===== src/rtl/sstx_pkg.sv =====
package sstx_pkg;

   typedef struct packed {
      logic lead;
      logic trail;
   } sck_edge_t;

   localparam logic [2:0] SYNC_RST = 3'b100;

endpackage


===== src/rtl/sstx_sync.sv =====
module sstx_sync #(
   parameter int          STAGES  = 2,
   parameter int          WIDTH   = 3,
   parameter logic [WIDTH-1:0] RST_VAL = '0
) (
   input  logic             clk,
   input  logic             rst_n,
   input  logic [WIDTH-1:0] d_i,
   output logic [WIDTH-1:0] q_o
);
   localparam int CHAIN_W = STAGES * WIDTH;

   logic [CHAIN_W-1:0] chain;

   always_ff @(posedge clk or negedge rst_n) begin
      if (!rst_n) chain <= {STAGES{RST_VAL}};
      else        chain <= {chain[CHAIN_W-WIDTH-1:0], d_i};
   end

   assign q_o = chain[CHAIN_W-1 -: WIDTH];
endmodule


===== src/rtl/sstx_edge.sv =====
module sstx_edge
   import sstx_pkg::*;
(
   input  logic      clk,
   input  logic      rst_n,
   input  logic      sck_s,
   input  logic      cpol,
   input  logic      sel_s,
   output sck_edge_t edge_o
);
   logic sck_d;

   always_ff @(posedge clk or negedge rst_n) begin
      if (!rst_n) sck_d <= 1'b0;
      else        sck_d <= sck_s;
   end

   always_comb begin
      edge_o.lead  = sel_s && (sck_s ^ sck_d) && (sck_s != cpol);
      edge_o.trail = sel_s && (sck_s ^ sck_d) && (sck_s == cpol);
   end
endmodule


===== src/rtl/sstx_core.sv =====
module sstx_core
   import sstx_pkg::*;
#(
   parameter int DATA_W = 8
) (
   input  logic              clk,
   input  logic              rst_n,
   input  logic              cpha,
   input  logic              sel_s,
   input  sck_edge_t         edge_i,
   input  logic              mosi_s,
   input  logic              wr_en,
   input  logic [DATA_W-1:0] wr_data,
   output logic              tx_empty,
   output logic              miso,
   output logic              busy_o,
   output logic [DATA_W-1:0] shreg_o,
   output logic [DATA_W-1:0] rx_data,
   output logic              rx_done
);
   localparam int IDX_W = $clog2(DATA_W);
   localparam int CNT_W = $clog2(DATA_W + 1);
   localparam logic [IDX_W-1:0] TOP_BIT  = IDX_W'(DATA_W - 1);
   localparam logic [CNT_W-1:0] LAST_SMP = CNT_W'(DATA_W - 1);

   logic              busy, sel_q, hold_full;
   logic [IDX_W-1:0]  idx;
   logic [CNT_W-1:0]  smp_cnt;
   logic [DATA_W-1:0] hold, shreg, rx_sh;
   logic              drive_edge, sample_edge, start, last_smp, load;

   // phase 0 drives on trailing edges, phase 1 on leading edges
   assign drive_edge  = cpha ? edge_i.lead  : edge_i.trail;
   assign sample_edge = cpha ? edge_i.trail : edge_i.lead;
   assign start       = !busy && (cpha ? (edge_i.lead && sel_s) : (sel_s && !sel_q));
   assign last_smp    = busy && sample_edge && (smp_cnt == LAST_SMP);
   assign load        = !busy && hold_full;

   always_ff @(posedge clk or negedge rst_n) begin
      if (!rst_n) sel_q <= 1'b0;
      else        sel_q <= sel_s;
   end

   // transfer framing and bit pointer
   always_ff @(posedge clk or negedge rst_n) begin
      if (!rst_n) begin
         busy    <= 1'b0;
         idx     <= '0;
         smp_cnt <= '0;
         rx_sh   <= '0;
      end else if (!sel_s) begin
         busy    <= 1'b0;
         idx     <= '0;
         smp_cnt <= '0;
      end else if (start) begin
         busy    <= 1'b1;
         idx     <= '0;
         smp_cnt <= '0;
      end else if (busy) begin
         if (drive_edge) idx <= idx + 1'b1;
         if (sample_edge) begin
            rx_sh   <= {rx_sh[DATA_W-2:0], mosi_s};
            smp_cnt <= smp_cnt + 1'b1;
         end
         if (last_smp) begin
            busy    <= 1'b0;
            idx     <= '0;
            smp_cnt <= '0;
         end
      end
   end

   // holding register and locked shift register
   always_ff @(posedge clk or negedge rst_n) begin
      if (!rst_n) begin
         hold      <= '0;
         hold_full <= 1'b0;
         shreg     <= '0;
      end else begin
         if (load) shreg <= hold;
         if (wr_en) begin
            hold      <= wr_data;
            hold_full <= 1'b1;
         end else if (load) begin
            hold_full <= 1'b0;
         end
      end
   end

   always_ff @(posedge clk or negedge rst_n) begin
      if (!rst_n) begin
         rx_data <= '0;
         rx_done <= 1'b0;
      end else begin
         rx_done <= last_smp;
         if (last_smp) rx_data <= {rx_sh[DATA_W-2:0], mosi_s};
      end
   end

   assign miso     = shreg[TOP_BIT - idx];
   assign tx_empty = !hold_full;
   assign busy_o   = busy;
   assign shreg_o  = shreg;
endmodule


===== src/rtl/spi_slave_dbuf_tx.sv =====
module spi_slave_dbuf_tx
   import sstx_pkg::*;
#(
   parameter int DATA_W      = 8,
   parameter int SYNC_STAGES = 2,
   parameter bit RX_EN       = 1'b1
) (
   input  logic              clk,
   input  logic              rst_n,
   input  logic              cpol_i,
   input  logic              cpha_i,
   input  logic              sck_i,
   input  logic              mosi_i,
   input  logic              ss_n_i,
   input  logic              wr_en_i,
   input  logic [DATA_W-1:0] wr_data_i,
   output logic              tx_empty_o,
   output logic              miso_o,
   output logic              miso_oe_o,
   output logic [DATA_W-1:0] rx_data_o,
   output logic              rx_valid_o
);
   if (DATA_W < 2) begin : g_bad_width
      $error("DATA_W must be at least 2");
   end
   if (SYNC_STAGES < 2) begin : g_bad_sync
      $error("SYNC_STAGES must be at least 2");
   end

   logic [2:0]        pins_s;
   logic              sel_s, core_miso, core_busy, core_rx_done;
   logic [DATA_W-1:0] core_shreg, core_rx;
   sck_edge_t         sck_edge;

   sstx_sync #(.STAGES(SYNC_STAGES), .WIDTH(3), .RST_VAL(SYNC_RST)) u_sync (
      .clk   (clk),
      .rst_n (rst_n),
      .d_i   ({ss_n_i, mosi_i, sck_i}),
      .q_o   (pins_s)
   );

   assign sel_s = !pins_s[2];

   sstx_edge u_edge (
      .clk    (clk),
      .rst_n  (rst_n),
      .sck_s  (pins_s[0]),
      .cpol   (cpol_i),
      .sel_s  (sel_s),
      .edge_o (sck_edge)
   );

   sstx_core #(.DATA_W(DATA_W)) u_core (
      .clk      (clk),
      .rst_n    (rst_n),
      .cpha     (cpha_i),
      .sel_s    (sel_s),
      .edge_i   (sck_edge),
      .mosi_s   (pins_s[1]),
      .wr_en    (wr_en_i),
      .wr_data  (wr_data_i),
      .tx_empty (tx_empty_o),
      .miso     (core_miso),
      .busy_o   (core_busy),
      .shreg_o  (core_shreg),
      .rx_data  (core_rx),
      .rx_done  (core_rx_done)
   );

   assign miso_oe_o = sel_s;
   assign miso_o    = sel_s & core_miso;

   if (RX_EN) begin : g_rx
      assign rx_data_o  = core_rx;
      assign rx_valid_o = core_rx_done;
   end else begin : g_no_rx
      assign rx_data_o  = '0;
      assign rx_valid_o = 1'b0;
   end
endmodule


===== config.mk =====
export PLATFORM = sky130hd
export DESIGN_NAME = spi_slave_dbuf_tx
export DESIGN_NICKNAME = d
export VERILOG_FILES = /design/src/rtl/sstx_pkg.sv /design/src/rtl/sstx_sync.sv /design/src/rtl/sstx_edge.sv /design/src/rtl/sstx_core.sv /design/src/rtl/spi_slave_dbuf_tx.sv
export SDC_FILE = /design/constraint.sdc
export NUM_CORES = 1
export LEC_CHECK = 0
export BUFFER_PORTS_ARGS = -buffer_cell sky130_fd_sc_hd__buf_2
export CAP_MARGIN = 5
export CORE_UTILIZATION = 50
export CTS_BUF_LIST = sky130_fd_sc_hd__clkbuf_16
export DETAILED_ROUTE_END_ITERATION = 10
export PLACE_DENSITY_LB_ADDON = 0.2
export SLEW_MARGIN = 30
export SYNTH_ARGS = -nofsm -noshare
export SYNTH_HDL_FRONTEND = slang
export SYNTH_SLANG_ARGS = --single-unit
export TNS_END_PERCENT = 20

===== constraint.sdc =====
create_clock -name clk -period 2.6 [get_ports clk]
set_input_delay 0.13 -clock clk [delete_from_list [all_inputs] [get_ports clk]]
set_output_delay 0.13 -clock clk [all_outputs]
set_load 0.01 [all_outputs]

# Word-level counts from Yosys, hierarchy flattened
# Index checks and enable logic that the tools add are counted.
# W data, S select, Z words.
[word_totals] out_inout_bits=12 word_cells=64 ramBits=0 n_memories=0 reg_bits=49 mem_bits_ro=0 latch_bits=0
[op_classes] muxes=21 reduce_logical=20 n_div=0 multipliers=0 eq_ne=3 bitwise_logic=4 n_addsub=3 magnitude_cmp=1 n_shift=0
[ops] cell="$mux W4" count=5
[ops] cell="$mux W3" count=5
[ops] cell="$mux W1" count=10
[ops] cell="$logic_and A1 B1 Y1" count=9
[ops] cell="$reduce_bool A4 Y1" count=2
[ops] cell="$add A4 B1 Y4 const B" count=1
[ops] cell="$eq A4 B3 Y1 const B" count=1
[ops] cell="$logic_not A1 Y1" count=4
[ops] cell="$lt A3 B4 Y1 const B" count=1
[ops] cell="$reduce_and A2 Y1" count=2
[ops] cell="$reduce_and A4 Y1" count=1
[ops] cell="$add A3 B1 Y3 const B" count=1
[ops] cell="$bmux W1 S3" count=1
[ops] cell="$reduce_bool A3 Y1" count=1
[ops] cell="$sub A3 B3 Y3 const A" count=1
[ops] cell="$not A1 Y1" count=2
[ops] cell="$reduce_bool A2 Y1" count=1
[ops] cell="$and A1 B1 Y1" count=1
[ops] cell="$eq A1 B1 Y1" count=1
[ops] cell="$ne A1 B1 Y1" count=1
[ops] cell="$xor A1 B1 Y1" count=1

# Logic depth before layout (Yosys ltp)
# Gate-level depths: netlist (run 1).
[logic_depth] ltp_word=10 ltp_mapped=7 ltp_nobuf=5

# Hierarchy
# A second synthesis (run 1) with hierarchy kept.
[unflattened] hier_cells=148 area_unflattened_um2=2090.8
[modules_own_cells] module="sstx_core" area_per_inst_um2=1844.3 instances=1 cells_each=130 seq_area_each_um2=1051.0
[modules_own_cells] module="sstx_sync" area_per_inst_um2=175.2 instances=1 cells_each=9 seq_area_each_um2=152.6
[modules_own_cells] module="sstx_edge" area_per_inst_um2=61.3 instances=1 cells_each=7 seq_area_each_um2=25.0
[modules_own_cells] module="spi_slave_dbuf_tx" area_per_inst_um2=10.0 instances=1 cells_each=2 seq_area_each_um2=0.0

# Worst setup path after synthesis (run 1)
# Ideal clock, no wire load.
[synth_path] path_kind="register -> register" start="reg u_sync.chain[5]" end="reg u_core.idx[1]" path_slack_ns=0.866 t_required_ns=2.472 n_path_buf=0 path_stages_with_launch=6 setup_time_ns=0.128 arrival_time_ns=1.606 path_cell_list="dfstp_2 -> and4bb_2 -> mux2i_2 -> o21ai_1 -> o32a_1 -> mux2_1"
[synth_via] elab_chain_len=10
[synth_lines] element="start, declared" line_no="sstx_sync.sv:13" source="logic [CHAIN_W-1:0] chain;"
[synth_lines] element="start signal, assigned" line_no="sstx_sync.sv:16" source="if (!rst_n) chain <= {STAGES{RST_VAL}};"
[synth_lines] element="start signal, assigned" line_no="sstx_sync.sv:17" source="else chain <= {chain[CHAIN_W-WIDTH-1:0], d_i};"
[synth_lines] element="$logic_not A1 Y1" line_no="spi_slave_dbuf_tx.sv:42" source="assign sel_s = !pins_s[2];"
[synth_lines] element="$logic_and A1 B1 Y1" line_no="sstx_edge.sv:19, sstx_edge.sv:20"
[synth_lines] element="$logic_and A1 B1 Y1, on equally long branches" line_no="sstx_edge.sv:19, sstx_edge.sv:20"
[synth_lines] element="$mux W1" line_no="sstx_core.sv:34" source="assign sample_edge = cpha ? edge_i.trail : edge_i.lead;"
[synth_lines] element="$logic_and A1 B1 Y1 (2 in series)" line_no="sstx_core.sv:36" source="assign last_smp = busy && sample_edge && (smp_cnt == LAST_SMP);"
[synth_lines] element="$mux W3" line_no="sstx_core.sv:65" source="if (last_smp) begin"
[synth_lines] element="$mux W3" line_no="sstx_core.sv:59" source="end else if (busy) begin"
[synth_lines] element="$mux W3" line_no="sstx_core.sv:55" source="end else if (start) begin"
[synth_lines] element="$mux W3" line_no="sstx_core.sv:51" source="end else if (!sel_s) begin"
[synth_lines] element="end signal, assigned" line_no="sstx_core.sv:60" source="if (drive_edge) idx <= idx + 1'b1;"
[synth_lines] element="end, declared" line_no="sstx_core.sv:27" source="logic [IDX_W-1:0] idx;"
# Parallel ways exist; a longest one is shown, timed or not. The select of a mux whose other input is x is not followed.
# A chain may end at the register's enable or synchronous reset.

# Worst setup path in the final report (run 1)
[layout_path] start="reg u_sync.chain[5]" end="reg u_core.smp_cnt[3]"
[layout_via] elab_chain_len=10
[layout_lines] element="$logic_not A1 Y1" line_no="spi_slave_dbuf_tx.sv:42"
[layout_lines] element="$logic_and A1 B1 Y1" line_no="sstx_edge.sv:19, sstx_edge.sv:20"
[layout_lines] element="$logic_and A1 B1 Y1, on equally long branches" line_no="sstx_edge.sv:19, sstx_edge.sv:20"
[layout_lines] element="$mux W1" line_no="sstx_core.sv:34"
[layout_lines] element="$logic_and A1 B1 Y1 (2 in series)" line_no="sstx_core.sv:36"
[layout_lines] element="$mux W4" line_no="sstx_core.sv:65"
[layout_lines] element="$mux W4" line_no="sstx_core.sv:59"
[layout_lines] element="$mux W4" line_no="sstx_core.sv:55"
[layout_lines] element="$mux W4" line_no="sstx_core.sv:51"
[layout_lines] element="end signal, assigned" line_no="sstx_core.sv:63" source="smp_cnt <= smp_cnt + 1'b1;"
[layout_lines] element="end, declared" line_no="sstx_core.sv:28" source="logic [CNT_W-1:0] smp_cnt;"
# Parallel ways exist; a longest one is shown, timed or not. The select of a mux whose other input is x is not followed.

==> flow_summary_export.csv, run 1 <==
group,metric,value,unit
status,status,"completed",
worst_setup_path,crit_fanout,11,
placement,gp_congestion,0.732,
floorplan,fp-row-count,23,
cells_and_area,fin_area,2450,µm²
clocking,clockBufferDepth,2,
flow_run,max_cap_viol_count,0,
detailed_routing,vias_per_cell,5.30,
worst_setup_path,arrival,2.16,ns
cells_and_area,fillers,312,
timing,final_max_slew_viol_count,0,
worst_setup_path,required,2.81,ns
timing,max_slew.worst_pin.slew,0.680,ns
floorplan,io-pin-count,28,
cells_and_area,drive_gt1_frac,0.438,
timing,max_freq,512,MHz
grt,grt_max_degree,50,
timing,setup_tns,0,ns
clocking,htreeDepth,2,
synth,synth.top_cells.by_area,"dfrtp_1, mux2_2, dfstp_2",
floorplan,die-height,66.3,µm
cells_and_area,syn_to_final_growth,18.3,%
synth,ys_ff_latch,49,
cells_and_area,final_cell_mix,"dfrtp_1, mux2_2, buf_2",
floorplan,die_w,66.3,µm
floorplan,coreArea,3970,µm²
synth,ys_types,38,
synth,seq_area_frac_synth,0.594,
grt,first_global_vias,1234,
synth,synth-edff-count,0,
worst_setup_path,end_kind,"flip-flop",
synth,synth_top_area_share,0.569,
placement,hpwl,2380,µm
pwr,ir_worst_vdd,0.000657,V
timing,min_period_over_period,0.751,
synth,synth_area,2070,µm²
clocking,clk_pin_slew,0.06,ns
worst_setup_path,critPathKind,"reg2reg",
timing,grt_setup_unrepaired,"false",
synth,syn_inst,142,
clocking,root_buffer,"clkbuf_16",
synth,yosys_warnings,0,
timing,post-route-min-period,1.95,ns
grt,overflow,0,
detailed_routing,drt-pass1-iter-count,3,
pwr,p_leak,1.16,nW
synth,avgSynthCellArea,14.6,µm²
timing,fin_worst_skew,0.00255,ns
cells_and_area,layout_commonest_cell,"dfrtp_1",
grt,antenna_found_initial,0,
detailed_routing,vias,1208,
clocking,cts-buffers-inserted,5,
clocking,clkLatencyLatePin,0.28,ns
detailed_routing,wl_per_cell,14.9,µm
grt,grt_first_pass_wirelength,5680,µm
pwr,power_density,721,nW/µm²
synth,synthArstFlopShare,1.00,
timing,finalHoldViolCount,0,
clocking,cts_tree,"yes",
grt,grtUsageTotal,0.179,
synth,synth_top_cell_by_area,"dfrtp_1",
clocking,cts_setup_buffers,0,
synth,synth_ff_type,"dfrtp_1",
hold_path,hp-class,"in2reg",
placement,place_area,2240,µm²
detailed_routing,finalWirelength,3390,µm
cells_and_area,antennaDiodeCount,0,
detailed_routing,drtAntennaViolNets,0,
worst_setup_path,startpoint_type,"flip-flop",
detailed_routing,drc,0,
floorplan,die_area,4400,µm²
clocking,cts.sinks,49,
floorplan,initial_core_util,0.521,
cells_and_area,fin_nets,195,
detailed_routing,drt-initial-drc-count,34,
timing,setup_viol,0,
placement,io_buffers,27,
timing,max_slew_margin,0.545,
synth,synth_nets,160,
sequential cells by signal, summed over array words and instances, names as in the netlist:
register and flops:
u_core.busy_o 1, u_core.hold 8, u_core.hold_full 1, u_core.idx 3, u_core.rx_data 8, u_core.rx_done 1
u_core.rx_sh 7, u_core.sel_q 1, u_core.shreg_o 8, u_core.smp_cnt 4, u_edge.sck_d 1, u_sync.chain 6
routing by layer:
metal  global-route usage  wire (µm)  vias up
met5                    0          0        -
met4               0.0718         33        0
met3               0.0466        107        4
met2                0.290       1680       19
met1                0.228       1570      607
li1                     -          -      578
final timing paths:
path	start	to	slack, ns	cells after the start
max	u_sync.chain[5]	u_core.smp_cnt[3]	0.65	6
max in group asynchronous	rst_n	u_sync.chain[0]	1.79	2
max reg2reg	u_sync.chain[5]	u_core.smp_cnt[3]	0.65	6
min	wr_data_i[6]	u_core.hold[6]	0.07	2
min reg2reg	u_sync.chain[1]	u_sync.chain[4]	0.35	0
min in group asynchronous	rst_n	u_core.hold[3]	0.40	2
critical path: stages, from the launching register on:
cell,delay (ns)
dfstp_2,0.60
and4bb_2,0.25
mux2i_2,0.22
nor2_2,0.10
buf_4,0.19
or3_1,0.37
o2bb2ai_1,0.14
cells by family (layout without fill, tap and decap cells):
family	after synthesis	after routing	share of synthesized area
simple gates	28	28	0.0841
fa+ha+maj	2	2	0.0121
xor+xnor	3	3	0.0163
flops	49	49	0.594
buf+inv	9	45	0.0278
mux	39	39	0.222
compound gates	12	12	0.0436
where the power goes:
group          internal [W]  switching, W  total [W]  leakage [nW]
clock network      0.000450      0.000258   0.000707        0.0775
registers          0.000838     0.0000473   0.000885         0.620
logic              0.000101     0.0000726   0.000173         0.460
total               0.00139      0.000378    0.00177          1.16
what timing repair did:
item	in CTS	in global routing
gates resized for setup	0	0
endpoints found under the setup margin	0	0
hold buffers	4	0
hold endpoints to repair	50	0
cell usage after synthesis (2+ instances only):
cell	count
o211ai_1	2
nand2b_1	3
mux4_2	2
o21ai_1	2
xnor2_1	2
nand3b_1	2
dfrtp_1	47
inv_1	4
mux2_1	2
mux2i_1	4
and4bb_2	2
mux2_2	30
ha_1	2
nor2_1	6
nor3b_1	2
nand2_1	4
nor3_1	2
buf_6	3
dfstp_2	2
cell type report:
type / instances / area (µm²) / share of cell area
inverter: 4 / 15.0 / 0.00613
sequential: 49 / 1230 / 0.502
tap: 50 / 62.6 / 0.0256
clock inverter: 3 / 41.3 / 0.0169
multi-input combinational: 84 / 782 / 0.320
clock buffer: 5 / 125 / 0.0511
timing repair buffer: 33 / 193 / 0.0787
through the flow:
step | hold slack [ns] | setup WS, ns | util | cells | power, W
after floorplan | -0.166 | 0.866 | - | 142 | 0.00101
after global placement | 0.235 | 0.744 | 0.564 | 216 | 0.00106
after detailed placement | 0.177 | 0.669 | 0.564 | 216 | 0.00107
after CTS | 0.0717 | 0.647 | 0.616 | 228 | 0.00179
after global routing | 0.0705 | 0.568 | 0.616 | 228 | 0.00184
final | 0.0749 | 0.648 | 0.616 | 228 | 0.00177
Power figures use the tool's default switching activity.
==> run 2, diff against run 1 <==
- clock period: 2.6 -> 2 ns (I/O delays scaled with it)
==> flow_summary_export.csv, run 2 (synthesis gave the netlist of run 1 again) <==
group,metric,value,unit
status,status,"completed",
floorplan,fp-row-count,23,
cells_and_area,syn_to_final_growth,21.4,%
pwr,power.share.clock,0.429,
timing,max_slew_margin,0.745,
cells_and_area,fin_nets,199,
grt,antenna_found_initial,0,
floorplan,die-height,66.3,µm
detailed_routing,drtAntennaViolNets,0,
timing,min_period_over_period,0.918,
detailed_routing,drt-pass1-iter-count,4,
worst_setup_path,end_kind,"flip-flop",
worst_setup_path,path_cells,"and4bb_2 -> mux2i_2 -> o21ai_1 -> o32a_1 -> mux2_1",
worst_setup_path,ff2ff_setup_slack,0.16,ns
clocking,cts_setup_buffers,0,
timing,setup_viol,0,
detailed_routing,drt-initial-drc-count,45,
grt,grt_max_degree,50,
pwr,swShare,0.201,
floorplan,die_area,4400,µm²
floorplan,initial_core_util,0.521,
placement,hpwl,2380,µm
detailed_routing,vias,1197,
pwr,comb_power_share,0.099,
timing,grt_setup_unrepaired,"false",
timing,final_max_slew_viol_count,0,
clocking,root_buffer,"clkbuf_16",
floorplan,die_w,66.3,µm
pwr,p_switching,0.000489,W
worst_setup_path,critical_path.top_delay_family,"flip-flops",
detailed_routing,wl_per_cell,14.7,µm
cells_and_area,layout_commonest_cell,"dfrtp_1",
pwr,ir_worst_vdd,0.000705,V
grt,grt_first_pass_wirelength,6090,µm
hold_path,hp-class,"in2reg",
worst_setup_path,rr_startpoint,"u_sync.chain[5]",
timing,post-route-min-period,1.84,ns
floorplan,coreArea,3970,µm²
detailed_routing,finalWirelength,3410,µm
worst_setup_path,required,2.16,ns
detailed_routing,vias_per_cell,5.16,
clocking,cts-buffers-inserted,5,
clocking,cts_tree,"yes",
floorplan,io-pin-count,28,
worst_setup_path,critical_path.max_stage_delay,0.59,ns
worst_setup_path,crit_fanout,8,
worst_setup_path,startpoint_type,"flip-flop",
grt,first_global_vias,1313,
hold_path,min_path_cells,2,
hold_path,hold_end,"u_core.hold[0]",
worst_setup_path,cp_num_cells,5,
grt,grtUsageTotal,0.190,
pwr,intPower,0.00194,W
clocking,cts.sinks,49,
worst_setup_path,r2r_end,"u_core.idx[1]",
flow_run,max_cap_viol_count,0,
timing,max_freq,545,MHz
timing,finalHoldViolCount,0,
timing,fin_worst_skew,0.00476,ns
detailed_routing,drc,0,
timing,max_slew.worst_pin.slew,0.378,ns
placement,gp_congestion,0.779,
worst_setup_path,critPathKind,"reg2reg",
worst_setup_path,worst_path_max_delay_cell,"dfstp_2",
clocking,htreeDepth,2,
cells_and_area,drive_gt1_frac,0.456,
timing,setup_tns,0,ns
grt,overflow,0,
worst_setup_path,arrival,2.00,ns
pwr,p_seq_frac,0.472,
worst_setup_path,path_buf_inv,0,
worst_setup_path,worst_r2r_path_depth,5,
cells_and_area,fin_util,0.632,
hold_path,min-delay-start,"wr_data_i[0]",
placement,io_buffers,27,
clocking,clockBufferDepth,2,
cells_and_area,antennaDiodeCount,0,
cells_and_area,final_cell_mix,"dfrtp_1, mux2_2, buf_2",
clocking,clk_pin_slew,0.06,ns
pwr,p_leak,1.20,nW
pwr,power_density,969,nW/µm²
worst_setup_path,startpoint,"u_sync.chain[5]",
clocking,clkLatencyLatePin,0.28,ns
-- run 2: cell types whose count changed in the layout (fill, tap and decap cells not counted) --
cell        delta
buf_2          +1
buf_4          +2
bufinv_16      +1
clkinv_1       -1
clkinv_2       +1
buf_12         +1
clkinvlp_4     -1
-- run 2: per-layer routing --
layer,global-route usage,share of wire
met3,0.0517,0.036
met2,0.315,0.52
met4,0.0665,0.0070
met1,0.239,0.43
met5,0,0
-- run 2: worst max path at each step --
stage,endpoint
6_report,u_core.idx[1]
5_1_grt,u_core.smp_cnt[3]
4_1_cts,u_core.idx[1]
3_5_place_dp,u_core.rx_data[1]
3_3_place_gp,u_core.idx[1]
2_1_floorplan,u_core.idx[1]
-- run 2: timing repair --
item | in CTS | in global routing
endpoints found under the hold margin | 50 | 0
gates resized for setup | 0 | 0
hold buffers | 4 | 0
-- run 2: power by group through the flow --
stage               clock network, W  logic (W)  registers [W]
floorplan                          0   0.000165        0.00114
global placement                   0   0.000229        0.00116
detailed placement                 0   0.000236        0.00117
CTS                          0.00107   0.000245        0.00115
global route                 0.00111   0.000267        0.00116
finish                       0.00104   0.000240        0.00115
-- run 2: area by class of cell --
| type | instances | area (µm²) |
|---|---|---|
| multi-input cells | 84 | 782 |
| repair buffers | 37 | 233 |
| fillers | 308 | 1460 |
| clock buffers | 5 | 125 |
| flip-flops and latches | 49 | 1230 |
| clock inverters | 3 | 65.1 |
| well taps | 50 | 62.6 |
| inverters | 4 | 15.0 |
-- run 2: through the flow --
stage                     instance area, µm²  power (W)  cells  hold slack, ns  setup WS (ns)
final                                   2510    0.00243    232          0.0497          0.163
after floorplan                         2070    0.00131    142          -0.196          0.266
after global routing                    2510    0.00254    232          0.0482         0.0418
after detailed placement                2280    0.00140    220           0.105          0.187
after CTS                               2510    0.00247    232          0.0424          0.150
after global placement                  2280    0.00139    220           0.101          0.237
